$ cat src/rtl/rtr_pkg.sv
package rtr_pkg;
    typedef enum logic [1:0] {
        RT_OB_UNI = 2'd0,
        RT_OB_MC  = 2'd1,
        RT_IB_UNI = 2'd2,
        RT_IB_MC  = 2'd3
    } route_mode_t;

    typedef enum logic { W_IDLE, W_BODY } wr_state_t;
    typedef enum logic { RD_LO, RD_HI } nib_state_t;
endpackage

$ cat src/rtl/rtr_ingress.sv
module rtr_ingress
    import rtr_pkg::*;
#(
    parameter int NQ     = 4,
    parameter int BYTE_W = 9,
    parameter int ADDR_W = 5,
    parameter int CNT_W  = 7
) (
    input  logic                clk,
    input  logic                rst_n,
    input  route_mode_t         cfg_mode,
    input  logic                cfg_wide,
    input  logic [CNT_W-1:0]    cfg_cell_words,
    input  logic                in_soc,
    input  logic                in_en_n,
    input  logic [2*BYTE_W-1:0] in_data,
    input  logic [ADDR_W-1:0]   in_addr,
    input  logic [NQ-1:0]       q_room,
    output logic                in_clav,
    output logic [NQ-1:0]       wr_mask,
    output logic [2*BYTE_W-1:0] wr_data,
    output logic                wr_last,
    output logic                err_flag
);
    localparam int QSEL_W = $clog2(NQ);

    wr_state_t          state, nstate;
    logic [NQ-1:0]      mask_q;
    logic [CNT_W:0]     cnt_q;
    logic [BYTE_W-1:0]  hold_q;
    logic               err_q;

    logic               beat, inband, addr_ok, data_beat, pair_done;
    logic [CNT_W:0]     beats, idx;
    logic [NQ-1:0]      adr_uni, adr_mc, ob_mask, raw_mask, cur_mask;

    function automatic logic [NQ-1:0] sel1(input logic [QSEL_W-1:0] s);
        sel1 = '0;
        sel1[s] = 1'b1;
    endfunction

    assign beat    = ~in_en_n;
    assign inband  = (cfg_mode == RT_IB_UNI) || (cfg_mode == RT_IB_MC);
    assign addr_ok = (in_addr[ADDR_W-1:NQ] == '0);
    assign beats   = cfg_wide ? {1'b0, cfg_cell_words} : {cfg_cell_words, 1'b0};
    assign adr_uni = addr_ok ? sel1(in_addr[QSEL_W-1:0]) : '0;
    assign adr_mc  = addr_ok ? in_addr[NQ-1:0] : '0;
    assign ob_mask = (cfg_mode == RT_OB_MC) ? adr_mc : adr_uni;

    always_comb begin
        unique case (cfg_mode)
            RT_OB_UNI: raw_mask = adr_uni;
            RT_OB_MC:  raw_mask = adr_mc;
            RT_IB_UNI: raw_mask = sel1(in_data[QSEL_W-1:0]) & adr_mc;
            RT_IB_MC:  raw_mask = in_data[NQ-1:0] & adr_mc;
            default:   raw_mask = '0;
        endcase
    end

    // state register
    always_ff @(posedge clk or negedge rst_n) begin
        if (!rst_n) state <= W_IDLE;
        else        state <= nstate;
    end

    // next state
    always_comb begin
        nstate = state;
        unique case (state)
            W_IDLE: if (beat && in_soc) nstate = W_BODY;
            W_BODY: if (data_beat && (idx == beats - 1'b1)) nstate = W_IDLE;
            default: nstate = W_IDLE;
        endcase
    end

    // outputs
    always_comb begin
        cur_mask  = (state == W_IDLE) ? (raw_mask & q_room) : mask_q;
        idx       = (state == W_IDLE) ? '0 : cnt_q;
        data_beat = beat && ((state == W_BODY) || (in_soc && !inband));
        pair_done = cfg_wide || idx[0];
        wr_mask   = (data_beat && pair_done) ? cur_mask : '0;
        wr_data   = cfg_wide ? in_data : {in_data[BYTE_W-1:0], hold_q};
        wr_last   = data_beat && (idx == beats - 1'b1);
        if (state == W_IDLE)
            in_clav = inband ? (&q_room) : ((ob_mask & ~q_room) == '0);
        else
            in_clav = 1'b0;
        err_flag  = err_q;
    end

    always_ff @(posedge clk or negedge rst_n) begin
        if (!rst_n) begin
            mask_q <= '0;
            cnt_q  <= '0;
            hold_q <= '0;
            err_q  <= 1'b0;
        end else begin
            if (state == W_IDLE && beat) begin
                if (in_soc) begin
                    mask_q <= raw_mask & q_room;
                    cnt_q  <= inband ? '0 : {{CNT_W{1'b0}}, 1'b1};
                end else begin
                    err_q  <= 1'b1;
                end
            end else if (state == W_BODY && beat) begin
                cnt_q <= cnt_q + 1'b1;
            end
            if (data_beat && !idx[0]) hold_q <= in_data[BYTE_W-1:0];
        end
    end
endmodule

$ cat src/rtl/rtr_queue.sv
module rtr_queue
    import rtr_pkg::*;
#(
    parameter int BYTE_W  = 9,
    parameter int Q_WORDS = 64,
    parameter int PTR_W   = 6,
    parameter int CNT_W   = 7
) (
    input  logic                clk,
    input  logic                rst_n,
    input  logic [CNT_W-1:0]    cfg_cell_words,
    input  logic                cfg_nib,
    input  logic                wr_en,
    input  logic [2*BYTE_W-1:0] wr_data,
    input  logic                wr_last,
    input  logic                rd_en_n,
    output logic [CNT_W-1:0]    used_words,
    output logic                out_soc,
    output logic                out_clav,
    output logic [BYTE_W-1:0]   out_data
);
    logic [2*BYTE_W-1:0] mem [Q_WORDS];
    logic [PTR_W-1:0]    wptr;
    logic [PTR_W:0]      rptr;
    logic [CNT_W-1:0]    used, cells;
    logic [CNT_W:0]      cbyte, cell_bytes;
    nib_state_t          nst;

    logic                rd_fire, byte_adv, word_done, cell_done, cell_in;
    logic [2*BYTE_W-1:0] cur_word;
    logic [BYTE_W-1:0]   cur_byte;
    logic [3:0]          nib;

    assign cell_bytes = {cfg_cell_words, 1'b0};
    assign rd_fire    = ~rd_en_n && (cells != '0);
    assign byte_adv   = rd_fire && (!cfg_nib || nst == RD_HI);
    assign word_done  = byte_adv && rptr[0];
    assign cell_done  = byte_adv && (cbyte == cell_bytes - 1'b1);
    assign cell_in    = wr_en && wr_last;

    assign cur_word = mem[rptr[PTR_W:1]];
    assign cur_byte = rptr[0] ? cur_word[2*BYTE_W-1:BYTE_W] : cur_word[BYTE_W-1:0];
    assign nib      = (nst == RD_HI) ? cur_byte[7:4] : cur_byte[3:0];

    assign out_data   = cfg_nib ? {{(BYTE_W-4){1'b0}}, nib} : cur_byte;
    assign out_clav   = (cells != '0);
    assign out_soc    = out_clav && (cbyte == '0) && (nst == RD_LO);
    assign used_words = used;

    always_ff @(posedge clk) begin
        if (wr_en) mem[wptr] <= wr_data;
    end

    always_ff @(posedge clk or negedge rst_n) begin
        if (!rst_n) begin
            wptr  <= '0;
            rptr  <= '0;
            used  <= '0;
            cells <= '0;
            cbyte <= '0;
            nst   <= RD_LO;
        end else begin
            if (wr_en) wptr <= wptr + 1'b1;
            if (byte_adv) begin
                rptr  <= rptr + 1'b1;
                cbyte <= cell_done ? '0 : cbyte + 1'b1;
            end
            if (rd_fire && cfg_nib)
                nst <= (nst == RD_LO) ? RD_HI : RD_LO;
            unique case ({wr_en, word_done})
                2'b10:   used <= used + 1'b1;
                2'b01:   used <= used - 1'b1;
                default: used <= used;
            endcase
            unique case ({cell_in, cell_done})
                2'b10:   cells <= cells + 1'b1;
                2'b01:   cells <= cells - 1'b1;
                default: cells <= cells;
            endcase
        end
    end
endmodule

$ cat src/rtl/cell_mcast_router.sv
module cell_mcast_router
    import rtr_pkg::*;
#(
    parameter int NQ      = 4,
    parameter int BYTE_W  = 9,
    parameter int Q_WORDS = 64,
    parameter int ADDR_W  = 5
) (
    input  logic                 clk,
    input  logic                 rst_n,
    input  logic [1:0]           cfg_mode,
    input  logic                 cfg_wide,
    input  logic [6:0]           cfg_cell_words,
    input  logic [NQ-1:0]        cfg_nib,
    input  logic                 in_soc,
    input  logic                 in_en_n,
    input  logic [2*BYTE_W-1:0]  in_data,
    input  logic [ADDR_W-1:0]    in_addr,
    output logic                 in_clav,
    output logic                 err_flag,
    input  logic [NQ-1:0]        out_en_n,
    output logic [NQ-1:0]        out_soc,
    output logic [NQ-1:0]        out_clav,
    output logic [NQ*BYTE_W-1:0] out_data
);
    localparam int PTR_W = $clog2(Q_WORDS);
    localparam int CNT_W = PTR_W + 1;
    localparam logic [CNT_W:0] Q_LIM = Q_WORDS[CNT_W:0];

    route_mode_t                 mode_e;
    logic [NQ-1:0]               wr_mask, q_room;
    logic [2*BYTE_W-1:0]         wr_data;
    logic                        wr_last;
    logic [NQ-1:0][CNT_W-1:0]    q_used;

    assign mode_e = route_mode_t'(cfg_mode);

    rtr_ingress #(.NQ(NQ), .BYTE_W(BYTE_W), .ADDR_W(ADDR_W), .CNT_W(CNT_W)) u_in (
        .clk(clk), .rst_n(rst_n), .cfg_mode(mode_e), .cfg_wide(cfg_wide),
        .cfg_cell_words(cfg_cell_words), .in_soc(in_soc), .in_en_n(in_en_n),
        .in_data(in_data), .in_addr(in_addr), .q_room(q_room), .in_clav(in_clav),
        .wr_mask(wr_mask), .wr_data(wr_data), .wr_last(wr_last), .err_flag(err_flag)
    );

    for (genvar q = 0; q < NQ; q++) begin : g_q
        assign q_room[q] = ({1'b0, q_used[q]} + {1'b0, cfg_cell_words}) <= Q_LIM;

        rtr_queue #(.BYTE_W(BYTE_W), .Q_WORDS(Q_WORDS), .PTR_W(PTR_W), .CNT_W(CNT_W)) u_q (
            .clk(clk), .rst_n(rst_n), .cfg_cell_words(cfg_cell_words),
            .cfg_nib(cfg_nib[q]), .wr_en(wr_mask[q]), .wr_data(wr_data),
            .wr_last(wr_last), .rd_en_n(out_en_n[q]), .used_words(q_used[q]),
            .out_soc(out_soc[q]), .out_clav(out_clav[q]),
            .out_data(out_data[q*BYTE_W +: BYTE_W])
        );
    end
endmodule

$ cat config.mk
export PLATFORM = sky130hd
export DESIGN_NAME = cell_mcast_router
export DESIGN_NICKNAME = d
export VERILOG_FILES = /design/src/rtl/rtr_pkg.sv /design/src/rtl/rtr_ingress.sv /design/src/rtl/rtr_queue.sv /design/src/rtl/cell_mcast_router.sv
export SDC_FILE = /design/constraint.sdc
export NUM_CORES = 2
export LEC_CHECK = 0
export BUFFER_PORTS_ARGS = -buffer_cell sky130_fd_sc_hd__buf_2
export CORE_MARGIN = 2
export CORE_UTILIZATION = 63
export CTS_CLUSTER_SIZE = 16
export DETAILED_ROUTE_END_ITERATION = 8
export GPL_ROUTABILITY_DRIVEN = 0
export MAX_ROUTING_LAYER = met4
export PLACE_DENSITY = 0.79
export REMOVE_ABC_BUFFERS = 1
export SYNTH_ARGS = -nofsm -noshare
export SYNTH_HDL_FRONTEND = slang
export SYNTH_HIERARCHICAL = 1
export SYNTH_MEMORY_MAX_BITS = 65536
export SYNTH_SLANG_ARGS = --single-unit
$ cat constraint.sdc
create_clock -name clk -period 6.5 [get_ports clk]
set_input_delay 0.65 -clock clk [delete_from_list [all_inputs] [get_ports clk]]
set_output_delay 0.65 -clock clk [all_outputs]
set_load 0.05 [all_outputs]
## Word level (Yosys, flattened, before mapping)

Memories as Yosys holds them, arrays and structs flattened.
Cells that the tools add are included.

- Reductions and logical operators: 78
- Bitwise logic cells: 16
- Order comparisons: 8
- Add/sub/neg operators: 35
- Equal/unequal tests: 25
- Mux-type cells: 58

Operators with widths:

| cell | count |
|---|---|
| one-hot mux 7 bit (2 select lines) | 8 |
| adder 7 x 1 -> 7 bit (second input constant) | 12 |
| two-way mux 8 bit | 9 |
| two-way mux 9 bit | 8 |
| subtractor 7 x 1 -> 7 bit (second input constant) | 8 |
| logical AND 1 bit | 42 |
| adder 8 x 1 -> 8 bit (second input constant) | 5 |
| equality test 8 bit | 5 |
| two-way mux 4 bit | 9 |
| adder 7 x 7 -> 8 bit | 4 |
| <= comparator 8 x 7 -> 1 bit (second input constant) | 4 |
| zero test 8 bit | 4 |
| nonzero test 7 bit | 4 |
| adder 6 x 1 -> 6 bit (second input constant) | 4 |
| equality test 2 bit (second input constant) | 10 |
| two-way mux 1 bit | 19 |
| equality test 2 x 1 -> 1 bit (second input constant) | 9 |
| two-way mux 18 bit | 1 |
| nonzero test 2 bit | 9 |
| bitwise AND 4 bit | 4 |
| one-hot mux 4 bit (4 select lines) | 1 |
| subtractor 8 x 1 -> 8 bit (second input constant) | 2 |
| NOT 1 bit | 11 |
| logical OR 1 bit | 7 |
| 11 further kinds | 21 |

- Bits in registers: 167
- Output and inout port bits: 46
- Bits in writable memories: 4608
- Logic and storage cells: 253
- Memories kept: 4
- Bits of input ports: 45

Memories:

| memory | depth | width | read ports | clocked after Yosys merged registers in | write ports | RTL line | source |
|---|---|---|---|---|---|---|---|
| g_q[0].u_q.mem | 64 | 18 | 1 | 0 | 1 | rtr_queue.sv:22 | `logic [2*BYTE_W-1:0] mem [Q_WORDS];` |
| g_q[1].u_q.mem | 64 | 18 | 1 | 0 | 1 | rtr_queue.sv:22 |  |
| g_q[2].u_q.mem | 64 | 18 | 1 | 0 | 1 | rtr_queue.sv:22 |  |
| g_q[3].u_q.mem | 64 | 18 | 1 | 0 | 1 | rtr_queue.sv:22 |  |

## Logic depth before layout (Yosys ltp)

- Depth in word-level cells: 12
- Gate-level depth with buffers: 23
- Depth with buffers taken out: 22

## Modules after synthesis

Netlist, hierarchy kept.

Modules (own cells, without submodules):

| module | seq. area each (um^2) | area an instance (um^2) | instances | cells each |
|---|---|---|---|---|
| rtr_queue (g_q[0].u_q ...) | 35494.0 | 46867.4 | 2 | 2347 |
| rtr_queue (g_q[2].u_q) | 35494.0 | 46928.8 | 1 | 2325 |
| rtr_queue (g_q[3].u_q) | 35494.0 | 46527.1 | 1 | 2306 |
| rtr_ingress | 575.6 | 1866.8 | 1 | 217 |
| cell_mcast_router | 0.0 | 996.0 | 1 | 108 |

## Worst setup path before layout

No wires, ideal clock.

- Path kind: input-to-reg
- From: in cfg_wide
- To: mem g_q[0].u_q/mem[0][10] in the netlist's numbering, data pin
- Arrival time: 11.164 ns
- Slack: -6.855 ns
- Stages on the path: 4
- Required time: 4.308 ns
- Path buffers: 3
- Setup time: 2.192 ns
- Cell sequence: buf_2 buf_2 buf_1 o21ai_0

- Longest elaborated chain between the ends: 1

RTL lines:

| what | RTL line | source |
|---|---|---|
| start, declared | cell_mcast_router.sv:12 | `input logic cfg_wide,` |
| two-way mux 18 bit | rtr_ingress.sv:83 | `wr_data = cfg_wide ? in_data : {in_data[BYTE_W-1:0], hold_q};` |
| net wr_data[10] | cell_mcast_router.sv:32 | `logic [2*BYTE_W-1:0] wr_data;` |
| end, declared | rtr_queue.sv:22 |  |

The timed path passes the listed nets, and every way through them passes these cells.

## Final worst setup path

- From: reg g_q[2].u_q.rptr[4]
- To: out out_data[25]

- Longest elaborated chain between the ends: 3

RTL lines:

| what | RTL line | source |
|---|---|---|
| start, declared | rtr_queue.sv:24 | `logic [PTR_W:0] rptr;` |
| start signal, assigned | rtr_queue.sv:65 | `rptr <= rptr + 1'b1;` |
| memory read (64 x 18 bit) | -- |  |
| two-way mux 9 bit | rtr_queue.sv:42 | `assign cur_byte = rptr[0] ? cur_word[2*BYTE_W-1:BYTE_W] : cur_word[BYTE_W-1:0];` |
| two-way mux 9 bit | rtr_queue.sv:45 | `assign out_data = cfg_nib ? {{(BYTE_W-4){1'b0}}, nib} : cur_byte;` |
| end, declared | cell_mcast_router.sv:24 | `output logic [NQ*BYTE_W-1:0] out_data` |

Every way passes these cells.

==> metrics.txt <==
Synth Warn #=6; critical setup path kind=flop to output pin; max incr delay on CP=1.09 ns; largest cells by area after synthesis=edfxtp_1 73%, mux4_2 8.8%, mux2i_1 4.5%, dfrtp_1 2.2%, a221oi_1 0.81%; CP Max Fanout=40; RR Endpoint=g_q[3].u_q/mem[54][4]; Die Y-Extent=553.2 µm; FF-to-FF Start=g_q[3].u_q/used_words[0]; Syn Std Cell Area=190,100 µm²; worst skew pair latency=1.01 ns; final clock skew=0.06079 ns; Leak=64.73 nW; depth of the most critical reg-to-reg path=17; Mean Syn Cell Area=19.69 µm²; Main synth FF type=edfxtp_1; Fmax achieved=159.3 MHz; drt pass-1 iters=8; Tcrit/Tclk final=0.9661; initial antenna violation count=21; Worst setup startpoint=g_q[2].u_q/rptr[4]; CP Capture Point=out_data[25]; Cell variety after synth=89; status=finished with violations; ys async rst share=0.03497; switching power=14.63 mW; switch share=0.2243; commonest non-fill, non-tap cell in the layout=edfxtp_1; final instance area=210,500 µm²; Total Power=65.24 mW; PortBufs=90; Layout Cells excl Fill=14,450; Routed Antenna Nets=0; CTS tree=done; internal power=50.60 mW; VDD IR max=0.0003535 V; Setup WS post-layout=0.2207 ns; Clock Path Buffers=4; MaxCap Viol Count=2; Setup-failing EPs final=0; total core area=300,000 µm²; Comb pwr share=0.060; CP Launch Type=flop; DRT iter0 DRCs=16,840; worst reg-to-reg setup slack=1.28 ns; clock power share=0.395; minimum clock period=6.279 ns; CP Capture Type=output pin; Post-DP Area=195,900 µm²; Bufs and invs on worst path=3; most frequent cells in the layout=4,608 x edfxtp_1, 845 x mux2i_1, 739 x mux4_2; Worst EP required=5.85 ns; worst relative slew slack=-0.01435; failing checks=max-capacitance violations, max-slew violations; depth of the CTS H-tree=5; root buffer cell=clkbuf_16; first-pass GRT wire length=691,200 µm; Tightest Pin Transition=1.518 ns; hold_buf cts=11; number of global-route vias before repair=99,790; Final Util=0.7017; Setup WS pre-CTS=0.8250 ns; grt total ovfl=0; CP delay by family, top=compound AO/OA/AOI/OAI gates; dpl cells=13,580; CTS sink count=4,775; crit path DAT=5.63 ns; Num CTS Buffers=447; hold slack final=0.05292 ns; final hold viol count=0; PwrDens=309.9 nW/µm²; Synth Instances=9,650; NumNets Final=10,230; Pins Over Slew Limit=7; Worst Hold Class=input pin to flop; area leader, netlist=edfxtp_1; RSZ-0062 raised after global routing=no; Initial Util=0.6335; post-synthesis sequential area ratio=0.7501; die area=306,100 µm²; critical-path cell list=buf_4 -> nand3b_1 -> buf_4 -> o221ai_1 -> a211oi_1 -> a2111oi_0 -> or4_1 -> nor2b_1 -> buf_2; top-area cell type share of the netlist area=0.7281; post-cts resize count=0; Rows=201; clock slew at reported path FFs=0.06 ns; Routed Wire Length=475,600 µm; largest net degree at the start of global routing=161; Sequential Power Share=0.545; DR vias=100,300; I/O pin total=91; DR WL/cell=32.92 µm; setup TNS=0 ns; die width=553.2 µm; area growth from synthesis to layout=10.77%; gr usage total=0.3190; most used cell, CP=buf_4; final HPWL from detailed placement=268,200 µm; Residual DRC=0; synthesis-stage register bit count=4,775; critical path depth=9; EDFF count, synth=4,608; Setup Buffers After CTS=0; CP max-delay cell=dfrtp_2; post-DR vias/cell=6.945; share of cells above drive strength 1=0.2011
-- power groups by stage --
stage / logic [mW] / registers (mW) / clock network, mW
finish: 3.90 / 35.5 / 25.8
global route: 4.06 / 35.5 / 27.1
CTS: 3.84 / 35.5 / 26.0
detailed placement: 3.80 / 36.2 / 0
global placement: 3.60 / 36.1 / 0
floorplan: 2.04 / 36.3 / 0
-- sequential cells by signal (all words and copies together), names as in the netlist, 8 cells and up --
| register | cells |
|---|---|
| g_q.u_q/used_words | 28 |
| g_q.u_q/wptr | 24 |
| u_in/hold_q | 9 |
| g_q.u_q/mem | 4608 |
| u_in/cnt_q | 8 |
| g_q.u_q/rptr | 28 |
| g_q.u_q/cbyte | 32 |
| g_q.u_q/cells | 28 |
-- layer usage --
layer / track usage / vias to the layer above / routed length, µm
met3: 0.05906 / 1167 / 57020
li1: - / 40650 / -
met2: 0.4905 / 7166 / 228400
met5: - / - / 0
met4: 0.1278 / 0 / 22520
met1: 0.4287 / 51360 / 167700
-- cell usage after synthesis (29+ instances only) --
cell type and instances:
edfxtp_1 4608, mux2i_1 845, mux4_2 739, nor2_1 388, clkbuf_1 270, nand2_1 228
a21oi_1 207, o21ai_0 206, a221oi_1 175, dfrtp_1 167, o221ai_1 149, a211oi_1 120
xnor2_1 104, buf_2 103, ha_1 98, o22ai_1 96, a22oi_1 80, inv_1 79
xor2_1 77, nand3_1 65, mux2_2 64, buf_6 61, nor2b_1 48, nor3_1 41
buf_4 40, buf_8 36, buf_12 34, nand4_1 34, mux4_1 30, o21ai_1 30
a22o_1 29
-- area by class of cell --
type                       instances  area, µm²
antenna                           29      72.57
fill                           17070      89510
clock inverter                   250       2439
inverter                          83      311.5
tap                             3958       4952
timing repair buffer             544       4334
clock buffer                     581      12000
sequential                      4775     142600
multi-input combinational       4227      43820
-- worst reg2reg max path, stage by stage, from the launching register on --
cell and delay [ns]:
dfrtp_1 0.42, ha_1 0.23, fa_1 0.41, nand3_1 0.10, nand2_1 0.08, a31oi_1 0.23, xnor2_1 0.11, a211oi_2 0.35
o2111ai_1 0.19, nor2_1 0.12, a21oi_1 0.06, nor2_1 0.12, buf_4 0.31, inv_1 0.35, nor2_1 0.40, nand3_1 0.70
nor2_1 0.37, buf_4 0.32
-- worst min path at each step --
stage,end,from,depth (start not counted),slack [ns]
detailed placement,u_in/err_flag,u_in/err_flag,1,0.45
finish,u_in/cnt_q[0],in_en_n,3,0.05
floorplan,g_q[0].u_q/cbyte[0],rst_n,0,0.35
global route,u_in/cnt_q[0],in_en_n,3,0.06
CTS,u_in/cnt_q[0],in_en_n,3,0.0004
global placement,u_in/err_flag,u_in/err_flag,1,0.45
-- cell families (layout without fill, tap and decap cells) --
kind of cell	after synthesis	after routing	share of synthesized area
xor gates and xnor gates	181	181	0.008341
other	0	29	0
and+or+nand+nor	947	947	0.02308
muxes	1684	1684	0.1404
DFF	4775	4775	0.7501
adders and majority gates	110	110	0.007716
AOI/OAI and AO/OA	1305	1305	0.04871
buffers and inverters	648	1458	0.02172
Power figures use the tool's default switching activity.
